$ cat config.mk
export PLATFORM = sky130hd
export DESIGN_NAME = spicmd_frontend
export DESIGN_NICKNAME = d
export VERILOG_FILES = /design/src/rtl/spicmd_pkg.sv /design/src/rtl/spicmd_sync.sv /design/src/rtl/spicmd_shifter.sv /design/src/rtl/spicmd_regfile.sv /design/src/rtl/spicmd_parser.sv /design/src/rtl/spicmd_frontend.sv
export SDC_FILE = /design/constraint.sdc
export NUM_CORES = 1
export LEC_CHECK = 0
export BUFFER_PORTS_ARGS = -buffer_cell sky130_fd_sc_hd__buf_4
export CAP_MARGIN = 20
export CORE_MARGIN = 2
export CORE_UTILIZATION = 40
export DETAILED_ROUTE_END_ITERATION = 8
export SYNTH_ARGS = -nofsm -noshare
export SYNTH_HDL_FRONTEND = slang
export SYNTH_SLANG_ARGS = --single-unit
export TNS_END_PERCENT = 1
$ cat constraint.sdc
create_clock -name clk -period 9.3 [get_ports clk]
set_clock_uncertainty 0.05 [all_clocks]
set_input_delay 0.93 -clock clk [delete_from_list [all_inputs] [get_ports clk]]
set_output_delay 0.93 -clock clk [all_outputs]
set_load 0.02 [all_outputs]
$ cat src/rtl/spicmd_pkg.sv
package spicmd_pkg;
  typedef logic [7:0] byte_t;

  localparam byte_t OP_REG_WR = 8'h20;
  localparam byte_t OP_REG_RD = 8'h21;
  localparam byte_t OP_ORDER  = 8'h18;
  localparam byte_t OP_REV    = 8'h40;
  localparam byte_t ORDER_MSB = 8'h81;
  localparam byte_t ORDER_LSB = 8'h42;

  localparam int CLK_IDX   = 2;
  localparam int STAT_IDX  = 4;
  localparam int RXCNT_IDX = 6;

  typedef enum logic [3:0] {
    PS_IDLE, PS_WR_ADDR, PS_WR_DATA, PS_RD_ADDR, PS_RD_PAD,
    PS_CFG, PS_REV_PAD, PS_REV_LO, PS_FWD, PS_DRAIN
  } pstate_t;

  function automatic logic is_engine_op(byte_t op);
    case (op)
      8'h00, 8'h01, 8'h02, 8'h06, 8'h08, 8'h09: return 1'b1;
      default: return 1'b0;
    endcase
  endfunction

  function automatic byte_t reg_reset_value(int idx);
    return (idx == CLK_IDX) ? 8'hA0 : 8'h00;
  endfunction
endpackage

$ cat src/rtl/spicmd_sync.sv
module spicmd_sync #(
  parameter int STAGES = 2
) (
  input  logic clk,
  input  logic rst_n,
  input  logic sck_i,
  input  logic mosi_i,
  input  logic cs_n_i,
  output logic sck_rise,
  output logic sck_fall,
  output logic mosi_s,
  output logic cs_idle
);
  // lane order: [2] chip select, [1] clock, [0] data
  localparam logic [2:0] IDLE_LANES = 3'b110;

  logic [STAGES-1:0][2:0] stage_q;
  logic                   sck_last_q;
  logic [2:0]             lanes_s;

  always_ff @(posedge clk or negedge rst_n) begin
    if (!rst_n) begin
      for (int i = 0; i < STAGES; i++) stage_q[i] <= IDLE_LANES;
      sck_last_q <= 1'b1;
    end else begin
      stage_q[0] <= {cs_n_i, sck_i, mosi_i};
      for (int i = 1; i < STAGES; i++) stage_q[i] <= stage_q[i-1];
      sck_last_q <= lanes_s[1];
    end
  end

  assign lanes_s  = stage_q[STAGES-1];
  assign cs_idle  = lanes_s[2];
  assign mosi_s   = lanes_s[0];
  assign sck_rise = lanes_s[1] & ~sck_last_q;
  assign sck_fall = ~lanes_s[1] & sck_last_q;
endmodule

$ cat src/rtl/spicmd_shifter.sv
module spicmd_shifter #(
  parameter int W = 8
) (
  input  logic         clk,
  input  logic         rst_n,
  input  logic         cs_idle,
  input  logic         sck_rise,
  input  logic         sck_fall,
  input  logic         mosi_s,
  input  logic         msb_first,
  input  logic [W-1:0] tx_byte,
  output logic         byte_valid,
  output logic [W-1:0] rx_byte,
  output logic         miso_bit
);
  localparam int CW = $clog2(W);
  localparam logic [CW-1:0] LAST = CW'(W - 1);

  logic [CW-1:0] cnt_q, cnt_d, out_idx;
  logic [W-1:0]  rx_q, rx_d;
  logic          miso_q, miso_d;

  assign out_idx = msb_first ? (LAST - cnt_q) : cnt_q;

  always_comb begin
    cnt_d  = cnt_q;
    rx_d   = rx_q;
    miso_d = miso_q;
    if (cs_idle) begin
      cnt_d  = '0;
      miso_d = 1'b0;               // first slot of a frame is filler
    end else begin
      if (sck_rise) begin
        rx_d  = msb_first ? {rx_q[W-2:0], mosi_s} : {mosi_s, rx_q[W-1:1]};
        cnt_d = (cnt_q == LAST) ? '0 : cnt_q + 1'b1;
      end
      if (sck_fall) miso_d = tx_byte[out_idx];
    end
  end

  always_ff @(posedge clk or negedge rst_n) begin
    if (!rst_n) begin
      cnt_q  <= '0;
      rx_q   <= '0;
      miso_q <= 1'b0;
    end else begin
      cnt_q  <= cnt_d;
      rx_q   <= rx_d;
      miso_q <= miso_d;
    end
  end

  assign byte_valid = ~cs_idle & sck_rise & (cnt_q == LAST);
  assign rx_byte    = rx_d;
  assign miso_bit   = miso_q;

  assert_count_clears_R9: assert property (@(posedge clk) disable iff (!rst_n)
    cs_idle |=> (cnt_q == '0));
endmodule

$ cat src/rtl/spicmd_regfile.sv
module spicmd_regfile
  import spicmd_pkg::*;
#(
  parameter int NUM_REGS = 10
) (
  input  logic                  clk,
  input  logic                  rst_n,
  input  logic                  wr_en,
  input  byte_t                 addr,
  input  byte_t                 wr_data,
  input  byte_t                 eng_status,
  input  byte_t                 eng_rxcount,
  output byte_t                 rd_data,
  output logic [NUM_REGS*8-1:0] image
);
  localparam byte_t ADDR_LIMIT = 8'(NUM_REGS);

  for (genvar g = 0; g < NUM_REGS; g++) begin : g_reg
    if (g == STAT_IDX || g == RXCNT_IDX) begin : g_ro
      assign image[g*8 +: 8] = '0;
    end else begin : g_rw
      byte_t q;
      logic  hit;
      assign hit = wr_en && (addr == 8'(g));
      always_ff @(posedge clk or negedge rst_n) begin
        if (!rst_n)   q <= reg_reset_value(g);
        else if (hit) q <= wr_data;
      end
      assign image[g*8 +: 8] = q;
    end
  end

  always_comb begin
    rd_data = '0;
    for (int i = 0; i < NUM_REGS; i++)
      if (addr == 8'(i)) rd_data = image[i*8 +: 8];
    if (addr == 8'(STAT_IDX))  rd_data = eng_status;
    if (addr == 8'(RXCNT_IDX)) rd_data = eng_rxcount;
  end

  assert_image_stable_R2: assert property (@(posedge clk) disable iff (!rst_n)
    !wr_en |=> $stable(image));

  assert_readonly_write_ignored_R4: assert property (@(posedge clk) disable iff (!rst_n)
    (wr_en && (addr == 8'(STAT_IDX) || addr == 8'(RXCNT_IDX) || addr >= ADDR_LIMIT))
      |=> $stable(image));
endmodule

$ cat src/rtl/spicmd_parser.sv
module spicmd_parser
  import spicmd_pkg::*;
#(
  parameter byte_t REV_HI = 8'h01,
  parameter byte_t REV_LO = 8'h44
) (
  input  logic  clk,
  input  logic  rst_n,
  input  logic  cs_idle,
  input  logic  byte_valid,
  input  byte_t rx_byte,
  input  logic  eng_busy,
  input  byte_t rd_data,
  output logic  msb_first,
  output byte_t tx_byte,
  output byte_t reg_addr,
  output logic  wr_en,
  output byte_t wr_data,
  output logic  fwd_start,
  output logic  fwd_byte_valid,
  output logic  fwd_end,
  output byte_t fwd_data
);
  pstate_t state_q, state_d;
  byte_t   addr_q, addr_d, tx_q, tx_d;
  logic    msb_q, msb_d;

  always_comb begin
    state_d        = state_q;
    addr_d         = addr_q;
    tx_d           = tx_q;
    msb_d          = msb_q;
    wr_en          = 1'b0;
    fwd_start      = 1'b0;
    fwd_byte_valid = 1'b0;
    fwd_end        = 1'b0;
    if (cs_idle) begin
      state_d = PS_IDLE;
      tx_d    = '0;
      fwd_end = (state_q == PS_FWD);
    end else if (byte_valid) begin
      tx_d = '0;
      unique case (state_q)
        PS_IDLE: begin
          if (rx_byte == OP_REG_WR)      state_d = PS_WR_ADDR;
          else if (rx_byte == OP_REG_RD) state_d = PS_RD_ADDR;
          else if (rx_byte == OP_ORDER)  state_d = PS_CFG;
          else if (rx_byte == OP_REV)    state_d = PS_REV_PAD;
          else if (is_engine_op(rx_byte) && !eng_busy) begin
            fwd_start = 1'b1;
            state_d   = PS_FWD;
          end else                       state_d = PS_DRAIN;
        end
        PS_WR_ADDR: begin addr_d = rx_byte; state_d = PS_WR_DATA; end
        PS_WR_DATA: begin wr_en = 1'b1;     state_d = PS_DRAIN;   end
        PS_RD_ADDR: begin addr_d = rx_byte; state_d = PS_RD_PAD;  end
        PS_RD_PAD:  begin tx_d = rd_data;   state_d = PS_DRAIN;   end
        PS_CFG: begin
          if (rx_byte == ORDER_MSB)      msb_d = 1'b1;
          else if (rx_byte == ORDER_LSB) msb_d = 1'b0;
          state_d = PS_DRAIN;
        end
        PS_REV_PAD: begin tx_d = REV_HI; state_d = PS_REV_LO; end
        PS_REV_LO:  begin tx_d = REV_LO; state_d = PS_DRAIN;  end
        PS_FWD:     fwd_byte_valid = 1'b1;
        PS_DRAIN:   state_d = PS_DRAIN;
        default:    state_d = PS_DRAIN;
      endcase
    end
  end

  always_ff @(posedge clk or negedge rst_n) begin
    if (!rst_n) begin
      state_q <= PS_IDLE;
      addr_q  <= '0;
      tx_q    <= '0;
      msb_q   <= 1'b1;
    end else begin
      state_q <= state_d;
      addr_q  <= addr_d;
      tx_q    <= tx_d;
      msb_q   <= msb_d;
    end
  end

  assign msb_first = msb_q;
  assign tx_byte   = tx_q;
  assign reg_addr  = addr_q;
  assign wr_data   = rx_byte;
  assign fwd_data  = rx_byte;

  assert_order_changes_on_byte_R5: assert property (@(posedge clk) disable iff (!rst_n)
    !byte_valid |=> $stable(msb_q));

  assert_fwd_exclusive_R7: assert property (@(posedge clk) disable iff (!rst_n)
    $onehot0({fwd_start, fwd_byte_valid, fwd_end}));

  assert_busy_blocks_start_R7: assert property (@(posedge clk) disable iff (!rst_n)
    fwd_start |-> !eng_busy);

  assert_write_while_selected_R8: assert property (@(posedge clk) disable iff (!rst_n)
    wr_en |-> !cs_idle);

  assert_abort_to_idle_R9: assert property (@(posedge clk) disable iff (!rst_n)
    cs_idle |=> (state_q == PS_IDLE));
endmodule

$ cat src/rtl/spicmd_frontend.sv
module spicmd_frontend
  import spicmd_pkg::*;
#(
  parameter int    NUM_REGS    = 10,
  parameter int    SYNC_STAGES = 2,
  parameter byte_t REV_HI      = 8'h01,
  parameter byte_t REV_LO      = 8'h44
) (
  input  logic                  clk,
  input  logic                  rst_n,
  input  logic                  spi_sck,
  input  logic                  spi_mosi,
  input  logic                  spi_cs_n,
  output logic                  spi_miso,
  output logic                  spi_miso_oe,
  input  logic                  eng_busy,
  input  logic [7:0]            eng_status,
  input  logic [7:0]            eng_rxcount,
  output logic                  eng_hold,
  output logic                  fwd_start,
  output logic                  fwd_byte_valid,
  output logic                  fwd_end,
  output logic [7:0]            fwd_data,
  output logic [NUM_REGS*8-1:0] reg_image
);
  logic [1:0] rst_pipe_q;
  logic       rst_core_n;

  always_ff @(posedge clk or negedge rst_n) begin
    if (!rst_n) rst_pipe_q <= 2'b00;
    else        rst_pipe_q <= {rst_pipe_q[0], 1'b1};
  end
  assign rst_core_n = rst_pipe_q[1];

  logic  sck_rise, sck_fall, mosi_s, cs_idle;
  logic  byte_valid, msb_first, miso_bit, wr_en;
  byte_t rx_byte, tx_byte, reg_addr, wr_data, rd_data;

  spicmd_sync #(.STAGES(SYNC_STAGES)) u_sync (
    .clk(clk), .rst_n(rst_core_n),
    .sck_i(spi_sck), .mosi_i(spi_mosi), .cs_n_i(spi_cs_n),
    .sck_rise(sck_rise), .sck_fall(sck_fall), .mosi_s(mosi_s), .cs_idle(cs_idle)
  );

  spicmd_shifter #(.W(8)) u_shift (
    .clk(clk), .rst_n(rst_core_n), .cs_idle(cs_idle),
    .sck_rise(sck_rise), .sck_fall(sck_fall), .mosi_s(mosi_s),
    .msb_first(msb_first), .tx_byte(tx_byte),
    .byte_valid(byte_valid), .rx_byte(rx_byte), .miso_bit(miso_bit)
  );

  spicmd_parser #(.REV_HI(REV_HI), .REV_LO(REV_LO)) u_parse (
    .clk(clk), .rst_n(rst_core_n), .cs_idle(cs_idle),
    .byte_valid(byte_valid), .rx_byte(rx_byte), .eng_busy(eng_busy),
    .rd_data(rd_data), .msb_first(msb_first), .tx_byte(tx_byte),
    .reg_addr(reg_addr), .wr_en(wr_en), .wr_data(wr_data),
    .fwd_start(fwd_start), .fwd_byte_valid(fwd_byte_valid),
    .fwd_end(fwd_end), .fwd_data(fwd_data)
  );

  spicmd_regfile #(.NUM_REGS(NUM_REGS)) u_regs (
    .clk(clk), .rst_n(rst_core_n), .wr_en(wr_en), .addr(reg_addr),
    .wr_data(wr_data), .eng_status(eng_status), .eng_rxcount(eng_rxcount),
    .rd_data(rd_data), .image(reg_image)
  );

  assign spi_miso_oe = ~cs_idle;
  assign spi_miso    = miso_bit & ~cs_idle;
  assign eng_hold    = ~cs_idle;
endmodule

==> results.md <==
Outcome:
- The run finished with clean final reports.

Timing:
- The measured slew at the worst slew-check pin is between 1 and 1.5 ns.
- The maximum clock frequency is 0.2652 GHz.
- The worst setup margin is 5.529 ns.
- Setup total negative slack on the finished layout was measured at 0 ns.
- The worst path uses 40.55% of the clock period.
- Setup repair after global routing left no endpoint under its margin.
- Subtracting the final worst setup slack from the clock period gives 3.771 ns.
- In this run the tightest slew margin relative to its limit is between 20% and 30%.
- The final-report max-slew violation count is 0.
- The final count of negative-setup-slack endpoints is 0.
- The final-report hold violation count is 0.

Layout:
- The fraction of final layout cells sized beyond drive strength 1 is between 40% and 50%.
- The area growth from synthesis to layout is 19.89%.
- The count of inserted antenna diode cells is 0.
- The area of all placed cells without fillers is just under 7000 sq um.
- At the end of the flow, the number of nets in the layout was 619.

Worst setup path:
- By startpoint and endpoint, the worst setup path is classified as reg2out.
- The family of cells with the greatest summed delay on the critical path is flip-flops.
- Counting stages on the worst path, the most repeated cell is sky130_fd_sc_hd__o32ai_1.
- The critical path endpoint category is a primary output.
- The data required time of the worst path is approximately 8.3 ns.
- The slowest stage of the critical path belongs to the cell sky130_fd_sc_hd__dfstp_2.
- Along the worst path, the maximum fanout reaches 29.
- The peak per-stage delay on the critical path is slightly above 0.9 ns.
- Walking the worst path, the cells encountered are or4bb_1, o32ai_1, o32ai_1, a22oi_1, nor2b_1, buf_4.
- The critical path buffer and inverter count is 1.
- STA classifies the critical path startpoint as a flop.
- For the worst setup path, the data arrival time is between 2 and 3 ns.

GRT:
- The first-pass GRT wire length is roughly 25000 um.
- The overflow left after global routing is 0.
- The number of global-route vias before repair came to around 4400.
- The largest net degree at the start of global routing is 59.
- The all-layer global routing usage is approximately 22%.
- The number of antenna violations at the first check in global routing is 0.

Floorplan:
- The region available for standard cell placement spans between 10000 and 15000 sq um.
- The horizontal extent of the die is about 120 um.
- The initial core utilization is between 40% and 50%.
- From bottom edge to top edge, the die measures ~120 um.
- The die covers about 15000 sq um.
- For this design the top-level I/O count stands at around 120.
- The initialized floorplan defines between 40 and 50 standard-cell rows.

CTS:
- The maximum number of buffers from clock root to sink is 2.
- The H-tree level count is 3.
- The number of setup buffers added after CTS is 0.
- The worst-skew pair later-pin latency is 0.36 ns.
- The number of gates resized after CTS was 0.
- The tree is rooted in a sky130_fd_sc_hd__clkbuf_16.
- The number of buffers created by CTS is 9.
- The TritonCTS clock tree is done.
- The total of hold buffers inserted after clock tree synthesis is 0.
- The clock drives between 100 and 150 sinks.
- The clock transition at the registers of the reported paths is roughly 0.070 ns.

Logic synthesis:
- The number of synthesized flops with an enable pin is 0.
- The proportion of synthesized flip-flops having asynchronous set or reset is 100.0%.
- The number of warnings issued by yosys is 0.
- The dominant synthesized flop cell is sky130_fd_sc_hd__dfrtp_1.
- After synthesis, the largest area contributor takes up a little over two fifths of total cell area.
- Sequential elements use ~46% of the synthesized area.
- A synthesized cell averages ~11 sq um.
- The area of the mapped netlist is 5756 sq um.
- Synthesis instantiated 75 different standard cells from the library.
- In the synthesized netlist, the cells that appear most often are sky130_fd_sc_hd__dfrtp_1 (98), sky130_fd_sc_hd__mux2_2 (79), sky130_fd_sc_hd__nor2_1 (25), sky130_fd_sc_hd__clkbuf_1 (23), sky130_fd_sc_hd__a21oi_1 (20).
- The post-synthesis instance total is just over 500.
- The biggest area consumer among synthesized cells is sky130_fd_sc_hd__dfrtp_1.
- Yosys attributes the largest share of cell area to sky130_fd_sc_hd__dfrtp_1 (43%), sky130_fd_sc_hd__mux2_2 (15%), sky130_fd_sc_hd__dfstp_2 (3.7%), sky130_fd_sc_hd__mux2i_1 (2.8%), sky130_fd_sc_hd__mux4_2 (2.3%).
- By instance count, the leading cell after synthesis is sky130_fd_sc_hd__dfrtp_1.
- In this run, synthesis produced a sequential element count of approximately 110.

Detailed routing:
- The first-pass iteration count of the detailed router is 5.
- Across all layers, the routed design uses 4530 vias.
- For this run, design rule violations remaining after detail routing come to 0.
- For this block, the routed nets add up to between 15000 and 20000 um of wire.
- After detailed routing, the average wire length per cell comes to a little over 20 um.
- The post-detailed-route via-to-cell ratio is 5.808.
- The detailed router finished its first iteration with 476 violations.
- The number of routed nets with antenna violations is 0.

Power:
- Summed over all cells, the static leakage comes to between 0.003 and 0.004 uW.
- Net switching is about 29% of the power.
- Per report_power, the combinational group accounts for between 10% and 20% of the total.
- Cell internal power was estimated by the tool at approximately 730 uW.
- The power share of the clock group is about 38%.
- Dividing total power by cell area gives a power density of approximately 150 nW/um^2.
- The reported net switching power is roughly 300 uW.
- VDD sags by at most between 0.09 and 0.1 mV.
- The sequential share of power is approximately half.

Placed design:
- After legalization and detailed placement, the total HPWL measured approximately 11000 um.
- Timing analysis after detailed placement gives a worst setup slack of between 5 and 6 ns.
- At the end of routability-driven placement, the weighted congestion stood at around 0.91.
- Input and output buffers added on the ports amount to between 90 and 100.
- After detailed placement, the total cell area comes to ~6600 sq um.

Hold path:
- The path class of the tightest hold or removal check is in2async.

Job:
- Max-cap violations in this run came to 0.
==> worst register-to-register path, delay by kind of cell, from the launching register on <==
family | cells | cell delay (ns)
and+or+nand+nor | 4 | 1.62
DFF | 1 | 0.41
muxes | 1 | 0.40
adders and majority gates | 2 | 0.44
==> stage by stage <==
stage                     util [%]  total power (uW)  instances  hold WS (ns)
after floorplan                  -             587.5        525        0.2812
after global placement       47.22             642.5        764        0.2829
after detailed placement     47.22             645.6        764        0.2847
after CTS                    49.33              1035        780        0.2790
after global routing         49.33              1070        780        0.2718
final                        49.33              1026        780        0.2885
==> worst paths after layout <==
kind / endpoint / slack [ns] / cells past startpoint / from
setup / recovery: fwd_start / 5.53 / 6 / u_parse.msb_first
min in group clk: u_sync.lanes_s[0] / 0.30 / 0 / u_sync.stage_q[0]
max in group asynchronous: u_regs.g_reg[9].g_rw.q[0] / 7.70 / 1 / rst_pipe_q[1]
hold reg to reg: u_regs.g_reg[5].g_rw.q[4] / 0.30 / 0 / rst_pipe_q[1]
hold / removal: rst_pipe_q[1] / 0.29 / 1 / rst_n
setup reg to reg: u_regs.g_reg[5].g_rw.q[3] / 6.28 / 7 / u_shift.cnt_q[0]
==> cell usage in the layout (no fill, tap or decap), drive strengths merged, types with 11 or more instances in the layout <==
cell      n
nor2     28
clkbuf   11
nor3     19
conb     17
buf     111
dfrtp    98
mux2     81
nand2    20
mux2i    16
a21oi    20
nand2b   12
o21ai    14
==> final cells by class <==
| type | count | area, sq um |
|---|---|---|
| well taps | 180 | 225.2 |
| flip-flops and latches | 106 | 2666 |
| inverters | 7 | 26.28 |
| multi-input cells | 360 | 2854 |
| clock inverters | 5 | 62.56 |
| repair buffers | 111 | 833.3 |
| fillers | 1268 | 7088 |
| clock buffers | 11 | 232.7 |
==> cell families after synthesis <==
| family | Yosys count | share of synthesized area (%) |
|---|---|---|
| AND/OR/NAND/NOR | 132 | 13.72 |
| flip-flops | 106 | 46.26 |
| multiplexers | 103 | 20.98 |
| AO/OA/AOI/OAI | 101 | 12.59 |
| buffers and inverters | 59 | 5.130 |
| XOR/XNOR | 5 | 0.7610 |
| adder cells (fa/ha/maj) | 2 | 0.4347 |
| other | 2 | 0.1305 |
==> metal layers <==
| layer | wire length [um] | vias to the layer above | global-route usage [%] | part of all wire (%) |
|---|---|---|---|---|
| met4 | 189 | 0 | 4.073 | 1.2 |
| li1 | - | 2053 | - | - |
| met5 | 0 | - | 0 | 0 |
| met2 | 7713 | 192 | 35.51 | 48 |
| met3 | 1042 | 17 | 5.907 | 6.5 |
| met1 | 7054 | 2268 | 29.31 | 44 |
==> state kept, by name, summed over array words and instances, names as in the netlist <==
signal             cells
u_regs.g.g_rw.q       64
u_parse.reg_addr       8
u_parse.tx_byte        8
u_shift.rx_q           8
u_parse.state_q        4
u_shift.cnt_q          3
u_sync.lanes_s         3
u_sync.stage_q         3
rst_pipe_q             2
u_parse.msb_first      1
u_shift.miso_bit       1
u_sync.sck_last_q      1
==> power groups by stage <==
stage          Sequential, uW  Clock (uW)  Combinational (uW)
4_1_cts                   503         398                 135
3_5_place_dp              512           0                 134
2_1_floorplan             494           0                93.6
6_report                  503         389                 133
5_1_grt                   506         417                 147
3_3_place_gp              511           0                 132
No activity file was read; power rests on OpenSTA's default activity.
